==> src/rtl/sio_txq_pkg.sv <==
// Package: shared types and decode helpers for the serial transmit queue.
// Assumes an 8-bit configuration register with the clear bit at 7 and the
// interrupt-mode bit at 4; the threshold code sits in bits 1:0.
package sio_txq_pkg;

    localparam int unsigned CLR_BIT  = 7;
    localparam int unsigned MODE_BIT = 4;

    typedef struct packed {
        logic       irq_mode;
        logic [1:0] thr_code;
    } txq_cfg_t;

    // Turn a threshold code into a byte count for the given duplex setting.
    function automatic int unsigned thr_level(input logic [1:0] code,
                                              input logic       full_dup);
        if (full_dup)
            return int'(code[0]);
        else
            return int'(code);
    endfunction

endpackage

==> src/rtl/sio_txq_cfg.sv <==
// Configuration register: holds the interrupt mode and threshold code and
// produces a one-cycle clear strobe from the self-clearing bit.
// Assumes REG_W is wider than the clear bit position.
module sio_txq_cfg
    import sio_txq_pkg::*;
#(
    parameter int unsigned REG_W = 8
) (
    input  logic             clk,
    input  logic             rst_n,
    input  logic             wr_en,
    input  logic [REG_W-1:0] wdata,
    output txq_cfg_t         cfg,
    output logic             clr_pulse,
    output logic [REG_W-1:0] rdata
);

    // Capture the mode and threshold fields on a register write.
    always_ff @(posedge clk) begin
        if (!rst_n) begin
            cfg <= '0;
        end else if (wr_en) begin
            cfg.irq_mode <= wdata[MODE_BIT];
            cfg.thr_code <= wdata[1:0];
        end
    end

    // The clear bit is never stored; it acts only in the cycle it is written.
    assign clr_pulse = wr_en & wdata[CLR_BIT];

    // Assemble the readback with unused bits and the clear bit at zero.
    always_comb begin
        rdata           = '0;
        rdata[MODE_BIT] = cfg.irq_mode;
        rdata[1:0]      = cfg.thr_code;
    end


    clear_reads_zero_chk: assert property (@(posedge clk) disable iff (!rst_n)
        wr_en && wdata[CLR_BIT] |=> rdata[CLR_BIT] == 1'b0);

endmodule

==> src/rtl/sio_txq_store.sv <==
// Byte store with read/write pointers and a fill counter. Capacity is DEPTH
// in half duplex and DEPTH/2 in full duplex. Clear overrides push and pop.
// Assumes DEPTH is even and at least 2.
module sio_txq_store #(
    parameter int unsigned DATA_W = 8,
    parameter int unsigned DEPTH  = 4,
    localparam int unsigned PTR_W = (DEPTH > 1) ? $clog2(DEPTH) : 1,
    localparam int unsigned CNT_W = $clog2(DEPTH + 1)
) (
    input  logic              clk,
    input  logic              rst_n,
    input  logic              full_dup,
    input  logic              clr,
    input  logic              push,
    input  logic [DATA_W-1:0] push_data,
    input  logic              pop,
    output logic [DATA_W-1:0] pop_data,
    output logic [CNT_W-1:0]  count,
    output logic [CNT_W-1:0]  next_count,
    output logic              pop_done,
    output logic              full,
    output logic              empty,
    output logic              overrun
);

    localparam logic [CNT_W-1:0] CAP_HALF = CNT_W'(DEPTH);
    localparam logic [CNT_W-1:0] CAP_FULL = CNT_W'(DEPTH / 2);
    localparam logic [PTR_W-1:0] PTR_LAST = PTR_W'(DEPTH - 1);

    logic [DATA_W-1:0] mem [DEPTH];
    logic [PTR_W-1:0]  wr_ptr, rd_ptr;
    logic [CNT_W-1:0]  cap;
    logic              push_ok;

    // Work out the current capacity and which strobes are honoured.
    always_comb begin
        cap      = full_dup ? CAP_FULL : CAP_HALF;
        empty    = (count == '0);
        full     = (count >= cap);
        pop_done = pop && !empty && !clr;
        push_ok  = push && !clr && (!full || pop_done);
        if (clr)
            next_count = '0;
        else
            next_count = count + CNT_W'(push_ok) - CNT_W'(pop_done);
    end

    // Advance pointers and the fill count.
    always_ff @(posedge clk) begin
        if (!rst_n || clr) begin
            wr_ptr <= '0;
            rd_ptr <= '0;
            count  <= '0;
        end else begin
            if (push_ok)
                wr_ptr <= (wr_ptr == PTR_LAST) ? '0 : wr_ptr + 1'b1;
            if (pop_done)
                rd_ptr <= (rd_ptr == PTR_LAST) ? '0 : rd_ptr + 1'b1;
            count <= next_count;
        end
    end

    // Write accepted bytes into storage; no reset needed on data.
    always_ff @(posedge clk) begin
        if (push_ok)
            mem[wr_ptr] <= push_data;
    end

    // Hold the overrun flag until a clear.
    always_ff @(posedge clk) begin
        if (!rst_n || clr)
            overrun <= 1'b0;
        else if (push && !push_ok)
            overrun <= 1'b1;
    end

    assign pop_data = mem[rd_ptr];


    no_overflow_chk: assert property (@(posedge clk) disable iff (!rst_n)
        count <= CAP_HALF);


    overrun_sticky_chk: assert property (@(posedge clk) disable iff (!rst_n)
        overrun && !clr |=> overrun);


    clear_wins_chk: assert property (@(posedge clk) disable iff (!rst_n)
        clr |=> count == '0);


    empty_pop_chk: assert property (@(posedge clk) disable iff (!rst_n)
        empty && pop && !push && !clr |=> count == '0);

endmodule

==> src/rtl/sio_txq_irq.sv <==
// Interrupt generator: decodes the threshold for the duplex mode and emits a
// registered one-cycle pulse on entry to the threshold or, in extended mode,
// on a pop that leaves the count below it. Drives no DMA request.
module sio_txq_irq
    import sio_txq_pkg::*;
#(
    parameter int unsigned CNT_W = 3
) (
    input  logic             clk,
    input  logic             rst_n,
    input  txq_cfg_t         cfg,
    input  logic             full_dup,
    input  logic [CNT_W-1:0] count,
    input  logic [CNT_W-1:0] next_count,
    input  logic             pop_done,
    output logic             irq
);

    logic [CNT_W-1:0] thr_lvl;
    logic             at_now, at_next, below_hit;

    // Decode the threshold and evaluate both trigger conditions.
    always_comb begin
        thr_lvl   = CNT_W'(thr_level(cfg.thr_code, full_dup));
        at_now    = (count == thr_lvl);
        at_next   = (next_count == thr_lvl);
        below_hit = cfg.irq_mode && pop_done && (next_count < thr_lvl);
    end

    // Register the pulse so it lines up with the updated fill count.
    always_ff @(posedge clk) begin
        if (!rst_n)
            irq <= 1'b0;
        else
            irq <= (at_next && !at_now) || below_hit;
    end


    level_pulse_chk: assert property (@(posedge clk) disable iff (!rst_n)
        irq && !$past(cfg.irq_mode) |-> count == $past(thr_lvl));


    below_pulse_chk: assert property (@(posedge clk) disable iff (!rst_n)
        $past(cfg.irq_mode) && $past(pop_done) && (count < $past(thr_lvl)) |-> irq);

endmodule

==> src/rtl/sio_txq.sv <==
// Top level of the serial transmit queue: configuration register, byte store
// and fill-level interrupt. Assumes the host clears the store after changing
// duplex mode; contents left from before that are not meaningful.
module sio_txq
    import sio_txq_pkg::*;
#(
    parameter int unsigned DATA_W = 8,
    parameter int unsigned DEPTH  = 4,
    parameter int unsigned REG_W  = 8
) (
    input  logic                       clk,
    input  logic                       rst_n,
    input  logic                       full_duplex,
    input  logic                       cfg_we,
    input  logic [REG_W-1:0]           cfg_wdata,
    output logic [REG_W-1:0]           cfg_rdata,
    input  logic                       wr_valid,
    input  logic [DATA_W-1:0]          wr_data,
    input  logic                       rd_pop,
    output logic [DATA_W-1:0]          rd_data,
    output logic                       txq_empty,
    output logic                       txq_full,
    output logic [$clog2(DEPTH+1)-1:0] txq_level,
    output logic                       tx_irq,
    output logic                       txq_overrun
);

    localparam int unsigned CNT_W = $clog2(DEPTH + 1);

    txq_cfg_t         cfg;
    logic             clr;
    logic [CNT_W-1:0] next_count;
    logic             pop_done;

    sio_txq_cfg #(.REG_W(REG_W)) u_cfg (
        .clk       (clk),
        .rst_n     (rst_n),
        .wr_en     (cfg_we),
        .wdata     (cfg_wdata),
        .cfg       (cfg),
        .clr_pulse (clr),
        .rdata     (cfg_rdata)
    );

    sio_txq_store #(.DATA_W(DATA_W), .DEPTH(DEPTH)) u_store (
        .clk        (clk),
        .rst_n      (rst_n),
        .full_dup   (full_duplex),
        .clr        (clr),
        .push       (wr_valid),
        .push_data  (wr_data),
        .pop        (rd_pop),
        .pop_data   (rd_data),
        .count      (txq_level),
        .next_count (next_count),
        .pop_done   (pop_done),
        .full       (txq_full),
        .empty      (txq_empty),
        .overrun    (txq_overrun)
    );

    sio_txq_irq #(.CNT_W(CNT_W)) u_irq (
        .clk        (clk),
        .rst_n      (rst_n),
        .cfg        (cfg),
        .full_dup   (full_duplex),
        .count      (txq_level),
        .next_count (next_count),
        .pop_done   (pop_done),
        .irq        (tx_irq)
    );

endmodule

==> config.mk <==
export PLATFORM = sky130hd
export DESIGN_NAME = sio_txq
export DESIGN_NICKNAME = d
export VERILOG_FILES = /design/src/rtl/sio_txq_pkg.sv /design/src/rtl/sio_txq_cfg.sv /design/src/rtl/sio_txq_store.sv /design/src/rtl/sio_txq_irq.sv /design/src/rtl/sio_txq.sv
export SDC_FILE = /design/constraint.sdc
export NUM_CORES = 1
export LEC_CHECK = 0
export CAP_MARGIN = 20
export CORE_UTILIZATION = 62
export DETAILED_ROUTE_END_ITERATION = 16
export DONT_BUFFER_PORTS = 1
export GPL_ROUTABILITY_DRIVEN = 0
export GPL_TIMING_DRIVEN = 0
export PLACE_DENSITY = 0.78
export RECOVER_POWER = 100
export REMOVE_ABC_BUFFERS = 1
export SETUP_SLACK_MARGIN = 0.5
export SYNTH_ARGS = -nofsm -noshare
export SYNTH_HDL_FRONTEND = slang
export SYNTH_HIERARCHICAL = 1
export SYNTH_SLANG_ARGS = --single-unit
export TNS_END_PERCENT = 100
==> constraint.sdc <==
create_clock -name clk -period 3.8 [get_ports clk]
set_clock_uncertainty 0.2 [all_clocks]
set_input_delay 0.57 -clock clk [delete_from_list [all_inputs] [get_ports clk]]
set_output_delay 0.57 -clock clk [all_outputs]
set_load 0.05 [all_outputs]
==> out/summary.txt <==
fin crit share: 93.6%
CP top delay family: adder cells
buffers and inverters on the worst path: 2
DR pass1 iterations: 4
DR iter-0 viols: 28
Clock Tree Buf Depth: 2
commonest cells after routing, fill and taps aside: edfxtp_1 (32), dfxtp_1 (11), nor2_1 (10)
Setup WS pre-CTS: -154 ps
switch share: 31.6%
WL per Instance: 18.3 um
drt via density: 5.67
worst-path maximum fanout: 7
Peak Freq: 281 MHz
mean area per synthesized cell: 14.9 um^2
initial antenna violation count: 0
pin count of the biggest net entering global routing: 15
synthesis-stage register bit count: 46
Clock power frac: 25.6%
core area: 3100 um^2
cts hold-fix bufs: 0
number of remaining DRC errors: 0
layout cells sized above 1: 22.0%
crit path DAT: 3640 ps
Cell variety after synth: 34
commonest non-fill, non-tap cell in the layout: edfxtp_1
# diodes: 0
number of global-route vias before repair: 1057
RSZ-0062 raised after global routing: true
CTS Sinks: 46
Placement Rows: 20
Die X: 59.5 um
internal power: 807 uW
Final Hold Vio Count: 0
crit path capture type: register
total CTS buffers: 5
input/output buffers: 0
Die Area: 3550 um^2
CP required: 3890 ps
CTS Root Cell: clkbuf_4
max_cap viols: 0
chip height: 59.5 um
Cells after Synth: 138
sequential power share: 53.6%
Setup WS post-layout: 244 ps
Synth warnings: 6
Most used DFF post-synth: edfxtp_1
Final #Nets: 173
status: finished, final reports clean
R2R Setup Slk: 240 ps
asr flop ratio synth: 0%
total congestion overflow: 0
via count: 1049
Post-Layout Cell Count: 185
LEAKAGE: 0.000788 uW
H-tree depth: 2
slowest cell on the critical path: fa_1
area grow syn2layout: 6.34%
slew margin rel.: 55.0%
mapped cell area: 2050 um^2
Seq/Total Area, Yosys: 60.5%
crit-path cells: inv_2 > ha_1 > and3b_2 > or3_4 > nor2_1 > o21ba_1 > ha_4 > inv_2 > fa_1 > nor2_1 > ha_1 > nand2b_1 > nand4b_1 > a21oi_2
worst setup path class: reg -> reg
Fill cells: 236
dpl cells: 176
global-route wire length before repair: 4.86 mm
startpoint type of the worst setup path: register
Seq. cell area: 1250 um^2
Power Total: 1180 uW
worst skew pair latency: 340 ps
switching power: 373 uW
fin crit period: 3560 ps
Clock transition at path regs: 130 ps
area occupied by multi-input gates: 759 um^2
boundary pin count: 45
Final Max Tran Viols: 0
P per Cell Area: 541 nW/um^2
peak per-stage delay on the critical path: 570 ps
remaining antenna violation count: 0
share of total power in combinational logic: 20.8%
Hold Crit Class: in -> reg
Post-synth EDFFs: 32
post-detail-place hpwl: 2.35 mm
TritonCTS clock tree: done
# setup viols final: 0
DRT Wirelength: 3.39 mm
worst vdd ir: 0.303 mV
Starting Density: 66.2%
worst-margin pin slew: 670 ps
sum of negative setup slack: 0 ps
GRT Total Usage: 19.8%
-- registers in the layout, summed over array words and instances (netlist names), named ones only --
signal           cells
u_store/rd_ptr       2
u_store/overrun      1
u_store/mem         32
u_cfg/cfg            3
u_store/count        3
u_store/wr_ptr       2
u_irq/irq            1
-- synth_stat cells, drive strengths merged, types with 2 or more instances --
cell type  number  area [um^2]
edfxtp         32          961
dfxtp          14          280
buf            10         68.8
ha             10          125
nor2           10         37.5
mux4            8          180
inv             6         22.5
nor2b           6         37.5
and2            4         28.8
and3            4         25.0
mux2i           4         40.0
nand2b          4         32.5
nor3            4         20.0
o31ai           4         58.8
a21oi           2         10.0
nand3           2         10.0
xnor2           2         17.5
xor2            2         17.5
-- repair_timing --
item                       4_1_cts  5_1_grt
buffers inserted                 0        1
cloned                           0        0
resized for setup                6       11
pin swaps                        0        8
setup endpoints to repair        3        1
-- routing by layer --
metal / track usage, % / vias up / wire (um)
met5: 0 / - / 0
met4: 6.98 / 0 / 10
met3: 4.80 / 2 / 198
met2: 37.7 / 36 / 1870
met1: 20.9 / 515 / 1310
li1: - / 496 / -
-- path summary, 6_finish.rpt --
kind,cells past startpoint,startpoint,to
setup / recovery,14,u_store/count[1],u_irq/irq
setup reg to reg,14,u_store/count[1],u_irq/irq
hold / removal,0,wr_data[2],u_store/mem[1][2]
hold reg to reg,2,u_store/rd_ptr[0],register
-- logic make-up (layout without fill, tap and decap cells) --
logic type               count (synthesis)  after routing  share of synthesized area, %
AND/OR/NAND/NOR                         38             38                          10.7
XOR/XNOR                                 4              4                          1.71
other                                    1              5                         0.183
multiplexers                            12             12                          10.7
adder cells (fa/ha/maj)                 11             11                          7.07
AO/OA/AOI/OAI                            9              9                          4.57
buffers and inverters                   17             16                          4.63
flip-flops                              46             46                          60.5
-- layout make-up --
type                            count  area share (%)
Tap cell                           44            2.52
Sequential cell                    46            57.2
Clock buffer                        7            2.52
Multi-Input combinational cell     79            34.8
Inverter                            6            1.03
Timing Repair Buffer                2           0.516
Clock inverter                      1            1.38
-- power by group through the flow --
stage	sequential (uW)	combinational (uW)	clock, uW
3_5_place_dp	642	237	0
4_1_cts	632	241	304
3_3_place_gp	639	224	0
5_1_grt	638	260	323
2_1_floorplan	633	207	0
6_report	633	246	302
-- stage by stage --
step / cell area, um^2 / hold slack, ps / utilization, %
4_1_cts: 2160 / 101 / 69.5
5_1_grt: 2180 / 84.6 / 70.4
3_5_place_dp: 2060 / 343 / 66.3
6_report: 2180 / 103 / 70.4
3_3_place_gp: 2050 / 309 / 66.1
2_1_floorplan: 2000 / 295 / -
Power figures use the tool's default switching activity.
